File: src/rtl/flash_cui.sv
module flash_cui #(
  parameter int          AW         = 24,
  parameter bit          DENSITY_1G = 1'b1,
  parameter logic [1:0]  BLOCK_ARR  = 2'd0,
  parameter logic [15:0] MFR_CODE   = 16'h0089
) (
  input  logic          clk,
  input  logic          rst_n,
  input  logic          bus_we,
  input  logic [AW-1:0] addr,
  input  logic [15:0]   wdata,
  input  logic          ce_n,
  input  logic          oe_n,
  input  logic          adv_n,
  input  logic          burst_mode,
  input  logic          vpp_ok,
  input  logic [15:0]   array_data,
  input  logic          wsm_busy,
  input  logic          wsm_err_erase,
  input  logic          wsm_err_prog,
  input  logic          wsm_err_vpp,
  input  logic          wsm_err_lock,
  output logic [15:0]   dq_out,
  output logic [1:0]    read_mode,
  output logic          op_start,
  output logic [1:0]    op_kind,
  output logic [AW-1:0] op_addr,
  output logic [15:0]   op_data
);
  typedef enum logic [1:0] {M_ARR = 2'd0, M_STS = 2'd1, M_ID = 2'd2, M_CFI = 2'd3} mode_t;
  localparam logic [1:0] K_PROG = 2'd0, K_ERASE = 2'd1, K_LOCK = 2'd2;
  localparam logic [15:0] DEV_CODE = (BLOCK_ARR == 2'd2)
    ? (16'h8999 + 16'(DENSITY_1G))
    : (16'h8960 + 16'(BLOCK_ARR[0]) + 16'(DENSITY_1G) * 16'd2);
  localparam logic [15:0] CFI_SIZE = 16'd26 + 16'(DENSITY_1G);

  mode_t       mode_q;
  logic        pend_q, setup_q;
  logic [1:0]  kind_q;
  logic [3:0]  err_q;
  logic [7:0]  sts_lat;
  logic        ce_q, oe_q, adv_q;

  wire [7:0] cmd      = wdata[7:0];
  wire       data_cyc = bus_we && setup_q;
  wire       vpp_fail = data_cyc && (kind_q != K_LOCK) && !vpp_ok;
  wire       clr      = bus_we && !setup_q && (cmd == 8'h50);
  wire [7:0] sr       = {~wsm_busy, 1'b0, err_q[3], err_q[2], err_q[1], 1'b0, err_q[0], 1'b0};
  wire       cap_async = (ce_q & oe_q) & ~(ce_n & oe_n);
  wire       cap_sync  = (ce_q & ~ce_n) | (adv_q & ~adv_n);
  wire       cap       = burst_mode ? cap_sync : cap_async;

  always_ff @(posedge clk or negedge rst_n) begin
    if (!rst_n) begin
      mode_q   <= M_ARR;
      pend_q   <= 1'b0;
      setup_q  <= 1'b0;
      kind_q   <= K_PROG;
      op_start <= 1'b0;
      op_kind  <= K_PROG;
      op_addr  <= '0;
      op_data  <= '0;
    end else begin
      op_start <= 1'b0;
      if (data_cyc) begin
        setup_q <= 1'b0;
        mode_q  <= M_STS;
        if (!vpp_fail) begin
          op_start <= 1'b1;
          op_kind  <= kind_q;
          op_addr  <= addr;
          op_data  <= wdata;
        end
      end else if (bus_we) begin
        case (cmd)
          8'hFF: if (wsm_busy) pend_q <= 1'b1;
                 else begin mode_q <= M_ARR; pend_q <= 1'b0; end
          8'h70: begin mode_q <= M_STS; pend_q <= 1'b0; end
          8'h90: begin mode_q <= M_ID;  pend_q <= 1'b0; end
          8'h98: begin mode_q <= M_CFI; pend_q <= 1'b0; end
          8'h40, 8'h10: if (!wsm_busy) begin setup_q <= 1'b1; kind_q <= K_PROG;  end
          8'h20:        if (!wsm_busy) begin setup_q <= 1'b1; kind_q <= K_ERASE; end
          8'h60:        if (!wsm_busy) begin setup_q <= 1'b1; kind_q <= K_LOCK;  end
          default: ;
        endcase
      end else if (pend_q && !wsm_busy) begin
        mode_q <= M_ARR;
        pend_q <= 1'b0;
      end
    end
  end

  always_ff @(posedge clk or negedge rst_n) begin
    if (!rst_n) begin
      err_q   <= '0;
      sts_lat <= '0;
      ce_q    <= 1'b1;
      oe_q    <= 1'b1;
      adv_q   <= 1'b1;
    end else begin
      err_q   <= (err_q & {4{~clr}}) |
                 {wsm_err_erase, wsm_err_prog, wsm_err_vpp | vpp_fail, wsm_err_lock};
      ce_q    <= ce_n;
      oe_q    <= oe_n;
      adv_q   <= adv_n;
      if (cap) sts_lat <= sr;
    end
  end

  logic [15:0] id_word, cfi_word;
  always_comb begin
    case (addr[7:0])
      8'h00:   id_word = MFR_CODE;
      8'h01:   id_word = DEV_CODE;
      default: id_word = 16'h0000;
    endcase
    case (addr[7:0])
      8'h10:   cfi_word = 16'h0051;
      8'h11:   cfi_word = 16'h0052;
      8'h12:   cfi_word = 16'h0059;
      8'h27:   cfi_word = CFI_SIZE;
      default: cfi_word = 16'h0000;
    endcase
  end

  assign read_mode = mode_q;
  assign dq_out = (mode_q == M_STS) ? {8'h00, sts_lat} :
                  (mode_q == M_ID)  ? id_word :
                  (mode_q == M_CFI) ? cfi_word : array_data;


  sts_fmt_chk: assert property (@(posedge clk) disable iff (!rst_n)
    read_mode == M_STS |-> (dq_out[15:8] == 8'h00) && !dq_out[6] && !dq_out[2] && !dq_out[0]);

  op_pulse_chk: assert property (@(posedge clk) disable iff (!rst_n)
    op_start |=> !op_start);

  op_mode_chk: assert property (@(posedge clk) disable iff (!rst_n)
    op_start |-> read_mode == M_STS);

  err_hold_chk: assert property (@(posedge clk) disable iff (!rst_n)
    !clr |=> ((err_q & $past(err_q)) == $past(err_q)));

  burst_hold_chk: assert property (@(posedge clk) disable iff (!rst_n)
    burst_mode && !(ce_q && !ce_n) && !(adv_q && !adv_n) |=> $stable(sts_lat));

  pend_done_chk: assert property (@(posedge clk) disable iff (!rst_n)
    pend_q && !wsm_busy && !bus_we |=> read_mode == M_ARR);
endmodule

File: config.mk
export PLATFORM = sky130hd
export DESIGN_NAME = flash_cui
export DESIGN_NICKNAME = d
export VERILOG_FILES = /design/src/rtl/flash_cui.sv
export SDC_FILE = /design/constraint.sdc
export NUM_CORES = 1
export LEC_CHECK = 0
export ABC_AREA = 1
export BUFFER_PORTS_ARGS = -buffer_cell sky130_fd_sc_hd__buf_2
export CORE_MARGIN = 5
export CORE_UTILIZATION = 47
export CTS_CLUSTER_SIZE = 14
export DETAILED_ROUTE_END_ITERATION = 8
export GPL_ROUTABILITY_DRIVEN = 0
export PLACE_DENSITY = 0.8
export SLEW_MARGIN = 5
export SYNTH_ARGS = -nofsm -noshare
export SYNTH_HDL_FRONTEND = slang
export SYNTH_SLANG_ARGS = --single-unit
File: constraint.sdc
create_clock -name clk -period 1.65 [get_ports clk]
set_input_delay 0.33 -clock clk [delete_from_list [all_inputs] [get_ports clk]]
set_output_delay 0.33 -clock clk [all_outputs]
set_load 0.02 [all_outputs]
Yosys cells after proc, flatten, opt, wreduce, memory -nomap -nowiden. Index checks and enable logic that the tools add are counted.

Equality and inequality tests: 25. Multiplexer cells: 24. Bitwise logic cells: 16. Reduce and logical (&&, ||, !) cells: 23.

Operator list (count): $mux 16 (3); $eq 8x5->1 const B (4); $eq 8x7->1 const B (4); $pmux 16 s2 (1); $pmux 7 s4 (1); $eq 8x8->1 const B (3); $eq 8x6->1 const B (2); $mux 2 (6); $mux 1 (10); $reduce_and 3->1 (3); $eq 8x1->1 const B (1); $logic_not 8->1 (1); $ne 2x2->1 const B (4); $pmux 2 s4 (1); $not 1->1 (7); $logic_and 1x1->1 (6); $ne 6x1->1 const B (1); $pmux 2 s3 (1); $reduce_and 6->1 (1); $reduce_bool 2->1 (3); $reduce_bool 3->1 (2); $and 1x1->1 (5); $and 4x4->4 (1); $eq 2x2->1 const B (2); 12 further kinds (15).

Bits in registers: 61. Input bits: 69. Word-level logic and storage cells: 101.

Depth between registers and ports, before layout. Gate-level depths: netlist of run 1.

Depth after elaboration: 6. Depth in mapped cells: 8. Gate-level depth less buffers: 8.

Worst setup path after synthesis of run 1. OpenSTA, ideal clock, no wires.

Kind: reg-to-output. Start point: reg mode_q[0] (netlist: read_mode[0]). End point: out dq_out[4]. Data arrival time: 1.329 ns. Setup slack: -0.009 ns. Stages on the path, launching flop included: 9. Path buffers: 0. Path through: dfrtp_1 > nand2_2 > inv_2 > nand2_2 > nor2_2 > nand2_2 > nand3_1 > nor2_1 > nor2_1.

Cells in the longest elaborated chain, start to end: 4. Elaborated cells on any way between the ends: 6. Classes of those cells: 3 x eq/ne; 3 x mux.

Ends and longest elaborated chain: start: declaration (line 37) `mode_t mode_q;`; start signal: assignment (line 55) `mode_q <= M_ARR;`; start signal: assignment (line 67) `mode_q <= M_STS;`; start signal: assignment (line 77) `else begin mode_q <= M_ARR; pend_q <= 1'b0; end`; $eq 2x2->1 (line 129) `(mode_q == M_CFI) ? cfi_word : array_data;`; $mux 16 (line 129); $mux 16 (line 128) `(mode_q == M_ID) ? id_word :`; $mux 16 (*) (line 127) `assign dq_out = (mode_q == M_STS) ? {8'h00, sts_lat} :`; end: declaration (line 23) `output logic [15:0] dq_out,`.

Mark *: on every way between the ends. The rest lies on a longest branch, timed or not.

Worst setup path in the final report of run 1.
Start point: reg mode_q[1] (netlist: read_mode[1]). End point: out dq_out[6].

Same word-level chain as after synthesis.

==> impl_metrics.csv, run 1 <==
group,metric,value,unit
run_status,status,"finished, violations left",
run_status,violations,"negative setup slack",
logic_synthesis,netlist.area_leader.share,49.8,%
worst_hold_path,min-delay-start,"adv_n",
routing,drt_iter0_drc,97,
pwr,swShare,26.4,%
global_route,grt_pass1_vias,2928,
logic_synthesis,yosysTopAreaCell,"dfrtp_1",
pwr,p_per_area,897,nW/um2
logic_synthesis,synth-edff-count,0,
logic_synthesis,ys_top_cells_by_area,"dfrtp_1 (50%), nand2_1 (19%), inv_1 (5.0%), nor2_1 (4.6%), dfstp_2 (2.7%)",
job,max-cap-violations,0,
critical_path,timing.rr.end,"op_data[9]",
critical_path,ff2ff_setup_slack,0.29,ns
logic_synthesis,syn_inst,373,
logic_synthesis,avgSynthCellArea,7.81,um2
logic_synthesis,netlist_area,2910,um2
timing,hold_viol,0,
timing,rsz0062_at_grt,"yes",
critical_path,arrival,1.58,ns
floorplan,die_area,7870,um2
logic_synthesis,synth-main-ff-cell,"dfrtp_1",
pwr,ir_drop,803,uV
global_route,grt_pass1_wl,12400,um
critical_path,max_stage_delay,0.40,ns
cells_and_area,fin_nets,590,
timing,maxClockFrequency,524,MHz
global_route,grt_start_max_net_pins,48,
clocking,cts_buffer_depth,2,
clocking,path_clk_slew,0.06,ns
timing,period_minus_slack,1.91,ns
cells_and_area,multi_input_area,1190,um2
routing,vias,2870,
global_route,grt.total_usage,20.2,%
floorplan,rows,28,
floorplan,die_x,88.7,um
routing,drt-total-wl,7580,um
pwr,power.leakage,2.46,nW
clocking,clkLatencyLatePin,0.33,ns
critical_path,crit_path_end_kind,"output pin",
pwr,switchingPower,0.952,mW
floorplan,initial_core_util,48.9,%
logic_synthesis,ys_types,26,
logic_synthesis,synth_common_cells,"nand2_1 (151), dfrtp_1 (58), inv_1 (39)",
clocking,root_buffer,"clkbuf_8",
logic_synthesis,yosysWarnings,0,
global_route,antenna_found_initial,0,
floorplan,die_h,88.7,um
timing,post-route-period-util,116,%
cells_and_area,fillerInstances,518,
clocking,cts_tree,"done",
pwr,power,3.60,mW
critical_path,slowest_stage,"dfrtp_1",
cells_and_area,finalInstanceArea,4020,um2
pwr,pwr-share-comb,15.6,%
place,port_buffers,129,
logic_synthesis,syn_nets,442,
place,dp_hpwl,5720,um
timing,finClkSkew,0.00458,ns
critical_path,crit_required,1.32,ns
timing,worstMarginPinSlew,0.371,ns
pwr,power.internal,2.65,mW
cells_and_area,n_antenna_cell,0,
global_route,overflow,0,
routing,ant_nets,0,
critical_path,path_class,"reg -> out",
critical_path,worst_r2r_path_depth,6,
critical_path,r2r-start,"setup_q",
floorplan,fp.coreArea,5960,um2
clocking,htree_num_levels,3,
logic_synthesis,ys_seq_area_share,52.6,%
pwr,p_seq_share,45.0,%
cells_and_area,syn_to_final_growth,38.0,%
cells_and_area,drive_gt1_share,36.9,%
floorplan,io_pins,130,
logic_synthesis,synthArstFlopShare,100,%
timing,max_slew_margin,75.2,%
timing,final-max-slew-violation-count,0,
timing,hold-worst-slack,0.107,ns
logic_synthesis,synth.most_common_cell,"nand2_1",
routing,drtPass1Iterations,4,
clocking,numCtsBuffers,9,
routing,viasPerCell,4.78,
critical_path,cp-start-kind,"flop",
critical_path,crit_chain,"inv_2 > nor3_4 > nand3_4 > nand3_1 > nor2_1 > nor2_2 > buf_4",
critical_path,path_max_fanout,6,
logic_synthesis,yosys_register_bits,61,
routing,routed_wire_length_per_instance,12.6,um
place,placed_area,3680,um2
worst_hold_path,worstHoldPathType,"in -> reg",
clocking,cts_num_sinks,61,
routing,drc,0,
worst_hold_path,min_path_cells,1,
cells_and_area,final-seq-area,1530,um2
worst_hold_path,holdPathEnd,"adv_q",
timing,setup_slack,-0.259,ns
pwr,clkPwrFrac,39.4,%
timing,setup_viol,16,
final cells by class:
type / count / share of cell area [%]
Multi-Input combinational cell: 259 / 29.6
Clock buffer: 10 / 3.18
Clock inverter: 6 / 2.18
Tap cell: 75 / 2.34
Timing Repair Buffer: 146 / 20.4
Sequential cell: 61 / 38.1
Inverter: 44 / 4.14
per-layer routing:
layer,GRT usage (%),wire length (um)
met2,35.4,3730
met1,23.0,3030
met5,0,0
met3,4.10,494
met4,11.1,329
repair_timing:
action	in CTS	in global routing
gates resized for setup	20	6
hold buffers	1	0
setup buffers	3	1
pin swaps	4	3
setup endpoints to repair	16	16
endpoints found under the hold margin	14	0
kinds of logic after synthesis:
family	Yosys count	share of synthesized area, %
and+or+nand+nor	215	30.7
DFF	61	52.6
buffers and inverters	53	8.29
AOI/OAI and AO/OA	43	8.12
xor gates and xnor gates	1	0.301
stage by stage:
| step | util, % | cells | setup TNS, ns | setup slack, ns |
|---|---|---|---|---|
| after floorplan | - | 373 | 0 | 0.0197 |
| after global placement | 61.8 | 580 | -0.0832 | -0.0501 |
| after detailed placement | 61.8 | 580 | -0.291 | -0.0799 |
| after CTS | 67.0 | 600 | -2.32 | -0.227 |
| after global routing | 67.5 | 601 | -4.25 | -0.378 |
| final | 67.5 | 601 | -2.59 | -0.259 |
power by group through the flow:
stage / logic (mW) / registers [mW] / clock network, mW
2_1_floorplan: 0.196 / 1.72 / 0
3_3_place_gp: 0.524 / 1.65 / 0
3_5_place_dp: 0.536 / 1.65 / 0
4_1_cts: 0.562 / 1.62 / 1.46
5_1_grt: 0.625 / 1.63 / 1.54
6_report: 0.561 / 1.62 / 1.42
worst max path at each step:
stage	start	depth (start not counted)	slack [ns]	end
final	read_mode[1]	7	-0.26	dq_out[6]
after detailed placement	addr[6]	9	-0.08	dq_out[4]
after global routing	read_mode[1]	7	-0.38	dq_out[6]
after CTS	read_mode[0]	9	-0.23	dq_out[4]
after global placement	addr[2]	9	-0.05	dq_out[6]
after floorplan	read_mode[1]	6	0.02	dq_out[1]
flip-flops by register name, summed over array words and instances, names as in the netlist:
signal,cells
oe_q,1
read_mode,2
kind_q,2
ce_q,1
err_q,4
op_addr,24
sts_lat,5
setup_q,1
op_kind,2
adv_q,1
op_start,1
op_data,16
pend_q,1
layout by cell type, fill, tap and decap left out, drive strengths merged:
master and count:
a21o 3, a21oi 8, buf 145, bufinv 2, clkbuf 10, clkinv 2, clkinvlp 3, dfrtp 58
dfstp 3, dlygate4sd3 1, inv 43, nand2 155, nand3 10, nand3b 1, nand4 6, nor2 40
nor3 3, o21ai 31, o21bai 1, xor2 1
critical path: cells and delay by family (launching register included):
family	cells	cell delay, ns
flops	1	0.40
simple gates	5	0.64
buf+inv	2	0.21
(Power assumes the default switching activity.)
==> run 2: changes to the inputs <==
--- a/config.mk
+++ b/config.mk
@@ -5,7 +5,7 @@
 export SDC_FILE = /design/constraint.sdc
 export NUM_CORES = 1
 export LEC_CHECK = 0
-export ABC_AREA = 1
+export ABC_CLOCK_PERIOD_IN_PS = 1650
 export BUFFER_PORTS_ARGS = -buffer_cell sky130_fd_sc_hd__buf_2
 export CORE_MARGIN = 5
 export CORE_UTILIZATION = 47
==> run 2 against run 1 <==
The flow still finishes with violations (negative setup slack); first-iteration DRC count is 46% lower; area after synthesis shrank 3.8%; sequential cell count is the same; sequential share of layout area is 1.1 points lower; combinational power grew 100%; synthesized cell count fell by 38%; die area down 3.4%; design area rose by 3.0%; hold slack got worse by 0.0064 ns; non-clock buffer count grew 8; sequential power rose by 9%; clock power increased by 4%; largest cell class unchanged.
==> impl_metrics.csv, run 2 <==
group,metric,value,unit
clocking,cts_tree,"done",
floorplan,fp.coreArea,5850,um2
clocking,cts_num_sinks,61,
timing,max_slew_margin,68.4,%
place,port_buffers,129,
cells_and_area,final-seq-area,1530,um2
logic_synthesis,synth-edff-count,0,
critical_path,arrival,2.00,ns
pwr,power.leakage,2.05,nW
cells_and_area,multi_input_area,1320,um2
routing,drt-total-wl,7560,um
timing,period_minus_slack,2.33,ns
cells_and_area,fin_nets,455,
timing,post-route-period-util,141,%
critical_path,crit_path_end_kind,"output pin",
routing,routed_wire_length_per_instance,16.2,um
logic_synthesis,synth-main-ff-cell,"dfrtp_1",
routing,drtPass1Iterations,6,
cells_and_area,final_common_cell,"buf_2",
floorplan,rows,28,
critical_path,critical_path_buf_inv_count,2,
timing,hold_viol,0,
cells_and_area,fin_cells,466,
logic_synthesis,netlist_area,2800,um2
pwr,ir_drop,597,uV
critical_path,slowest_stage,"or3b_4",
clocking,path_clk_slew,0.07,ns
floorplan,die_area,7600,um2
clocking,numCtsBuffers,9,
logic_synthesis,ys_top_cells_by_area,"dfrtp_1 (52%), mux2_2 (19%), dfstp_2 (2.8%), nor2_1 (2.3%), and2_1 (1.6%)",
clocking,cts_buffer_depth,2,
routing,vias,2411,
critical_path,crit_top_cell,"buf_4",
critical_path,crit_required,1.32,ns
logic_synthesis,yosysWarnings,0,
logic_synthesis,yosysTopAreaCell,"dfrtp_1",
cells_and_area,drive_gt1_share,61.9,%
logic_synthesis,netlist.area_leader.share,51.8,%
logic_synthesis,synth_common_cells,"dfrtp_1 (58), mux2_2 (48), nor2_1 (17)",
place,dp.cells,446,
logic_synthesis,yosys_register_bits,61,
global_route,grt_pass1_wl,11700,um
global_route,overflow,0,
job,max-cap-violations,0,
logic_synthesis,ys_types,41,
timing,rsz0062_at_grt,"yes",
cells_and_area,fillerInstances,434,
critical_path,cp-start-kind,"flop",
critical_path,path_max_fanout,4,
clocking,htree_num_levels,3,
cells_and_area,final_cell_mix,"buf_2 (113), dfrtp_1 (56), mux2_2 (48), buf_4 (29), nor2_1 (15)",
logic_synthesis,avgSynthCellArea,12.1,um2
routing,ant_nets,0,
routing,drt_iter0_drc,52,
timing,worstMarginPinSlew,0.472,ns
clocking,clkLatencyLatePin,0.34,ns
timing,maxClockFrequency,429,MHz
timing,finClkSkew,0.00902,ns
critical_path,path_delay_family,"simple AND/OR/NAND/NOR gates",
critical_path,path_class,"reg -> out",
cells_and_area,largest-register,"op_addr",
place,pre_cts_ws,-0.433,ns
pwr,p_per_area,1060,nW/um2
logic_synthesis,syn_inst,231,
floorplan,initial_core_util,47.9,%
worst_hold_path,worstHoldPathType,"in -> reg",
run_status,status,"finished, violations left",
critical_path,max_stage_delay,0.42,ns
floorplan,die_h,87.2,um
cells_and_area,n_antenna_cell,0,
pwr,power,4.38,mW
logic_synthesis,synth.most_common_cell,"dfrtp_1",
cells_and_area,syn_to_final_growth,47.7,%
global_route,grt_pass1_vias,2477,
global_route,antenna_found_initial,0,
place,dp_hpwl,5680,um
routing,viasPerCell,5.17,
floorplan,io_pins,130,
timing,final-max-slew-violation-count,0,
floorplan,die_x,87.2,um
cells_and_area,top_regs,"op_addr: 24 flops, op_data: 16 flops, sts_lat: 5 flops",
timing,tns,-6.12,ns
run_status,violations,"negative setup slack",
timing,setup_viol,16,
global_route,grt_start_max_net_pins,27,
logic_synthesis,syn_nets,300,
clocking,root_buffer,"clkbuf_8",
timing,setup_slack,-0.683,ns
logic_synthesis,synthArstFlopShare,100,%
global_route,grt.total_usage,20.2,%
logic_synthesis,ys_seq_area_share,54.6,%
routing,drc,0,
cells_and_area,largest_reg_flops,24,
critical_path,crit_chain,"or3b_4 > nor4_4 > buf_4 > o211ai_1 > a31oi_2 > buf_4",
run 2: cell count changes in the layout (fill, tap and decap cells not counted), moves of 7 or more:
cell      before  now
nor2_1        33   15
buf_6          0    7
nand2_1      149    8
nand2b_1       0    7
o21ai_1       15    1
inv_1         38    4
mux2_2         0   48
and2_1         0    7
o21ai_0       13    3
run 2: cell families after synthesis:
| kind of cell | synth area share [%] |
|---|---|
| AOI/OAI and AO/OA | 8.04 |
| xor gates and xnor gates | 0.313 |
| buffers and inverters | 2.37 |
| DFF | 54.6 |
| muxes | 19.3 |
| and+or+nand+nor | 15.4 |
run 2: final cells by class:
| cell class | instances | area share [%] |
|---|---|---|
| repair buffers | 154 | 23.0 |
| well taps | 75 | 2.27 |
| multi-input cells | 156 | 31.9 |
| clock buffers | 10 | 3.09 |
| inverters | 4 | 0.363 |
| clock inverters | 6 | 2.30 |
| flip-flops and latches | 61 | 37.1 |
run 2: repair_timing:
action	in CTS	in global routing
gates cloned	0	0
gates resized for setup	24	5
pin swaps	4	5
hold buffers	1	0
setup buffers	1	3
setup endpoints to repair	16	58
endpoints found under the hold margin	12	0
run 2: routing by layer:
layer | GRT usage [%] | wire (um)
met4 | 10.2 | 136
met2 | 35.3 | 4010
met3 | 4.82 | 509
met1 | 23.0 | 2900
met5 | 0 | 0
run 2: final timing paths:
| kind | from | to | slack [ns] | cells past startpoint |
|---|---|---|---|---|
| worst max register to register | kind_q[1] | op_data[14] | 0.10 | 5 |
| min in group asynchronous | rst_n | op_addr[15] | 0.43 | 2 |
| worst min register to register | err_q[3] | err_q[3] | 0.47 | 1 |
| worst max-delay path | read_mode[1] | dq_out[6] | -0.68 | 6 |
| worst min-delay path | adv_n | adv_q | 0.10 | 1 |
| max in group asynchronous | rst_n | adv_q | 0.69 | 3 |
run 2: through the flow:
stage	cell area, um2	utilization, %	hold WS, ns
after floorplan	2900	-	0.0344
after detailed placement	3790	64.8	0.258
after global placement	3790	64.8	0.256
after CTS	4100	70.1	0.0812
after global routing	4140	70.7	0.0810
final	4140	70.7	0.101
run 2: report_power, final:
part | internal [mW] | switching (mW) | total (mW)
clock | 0.866 | 0.614 | 1.48
combinational | 0.497 | 0.630 | 1.13
sequential | 1.68 | 0.0905 | 1.77
total | 3.05 | 1.33 | 4.38
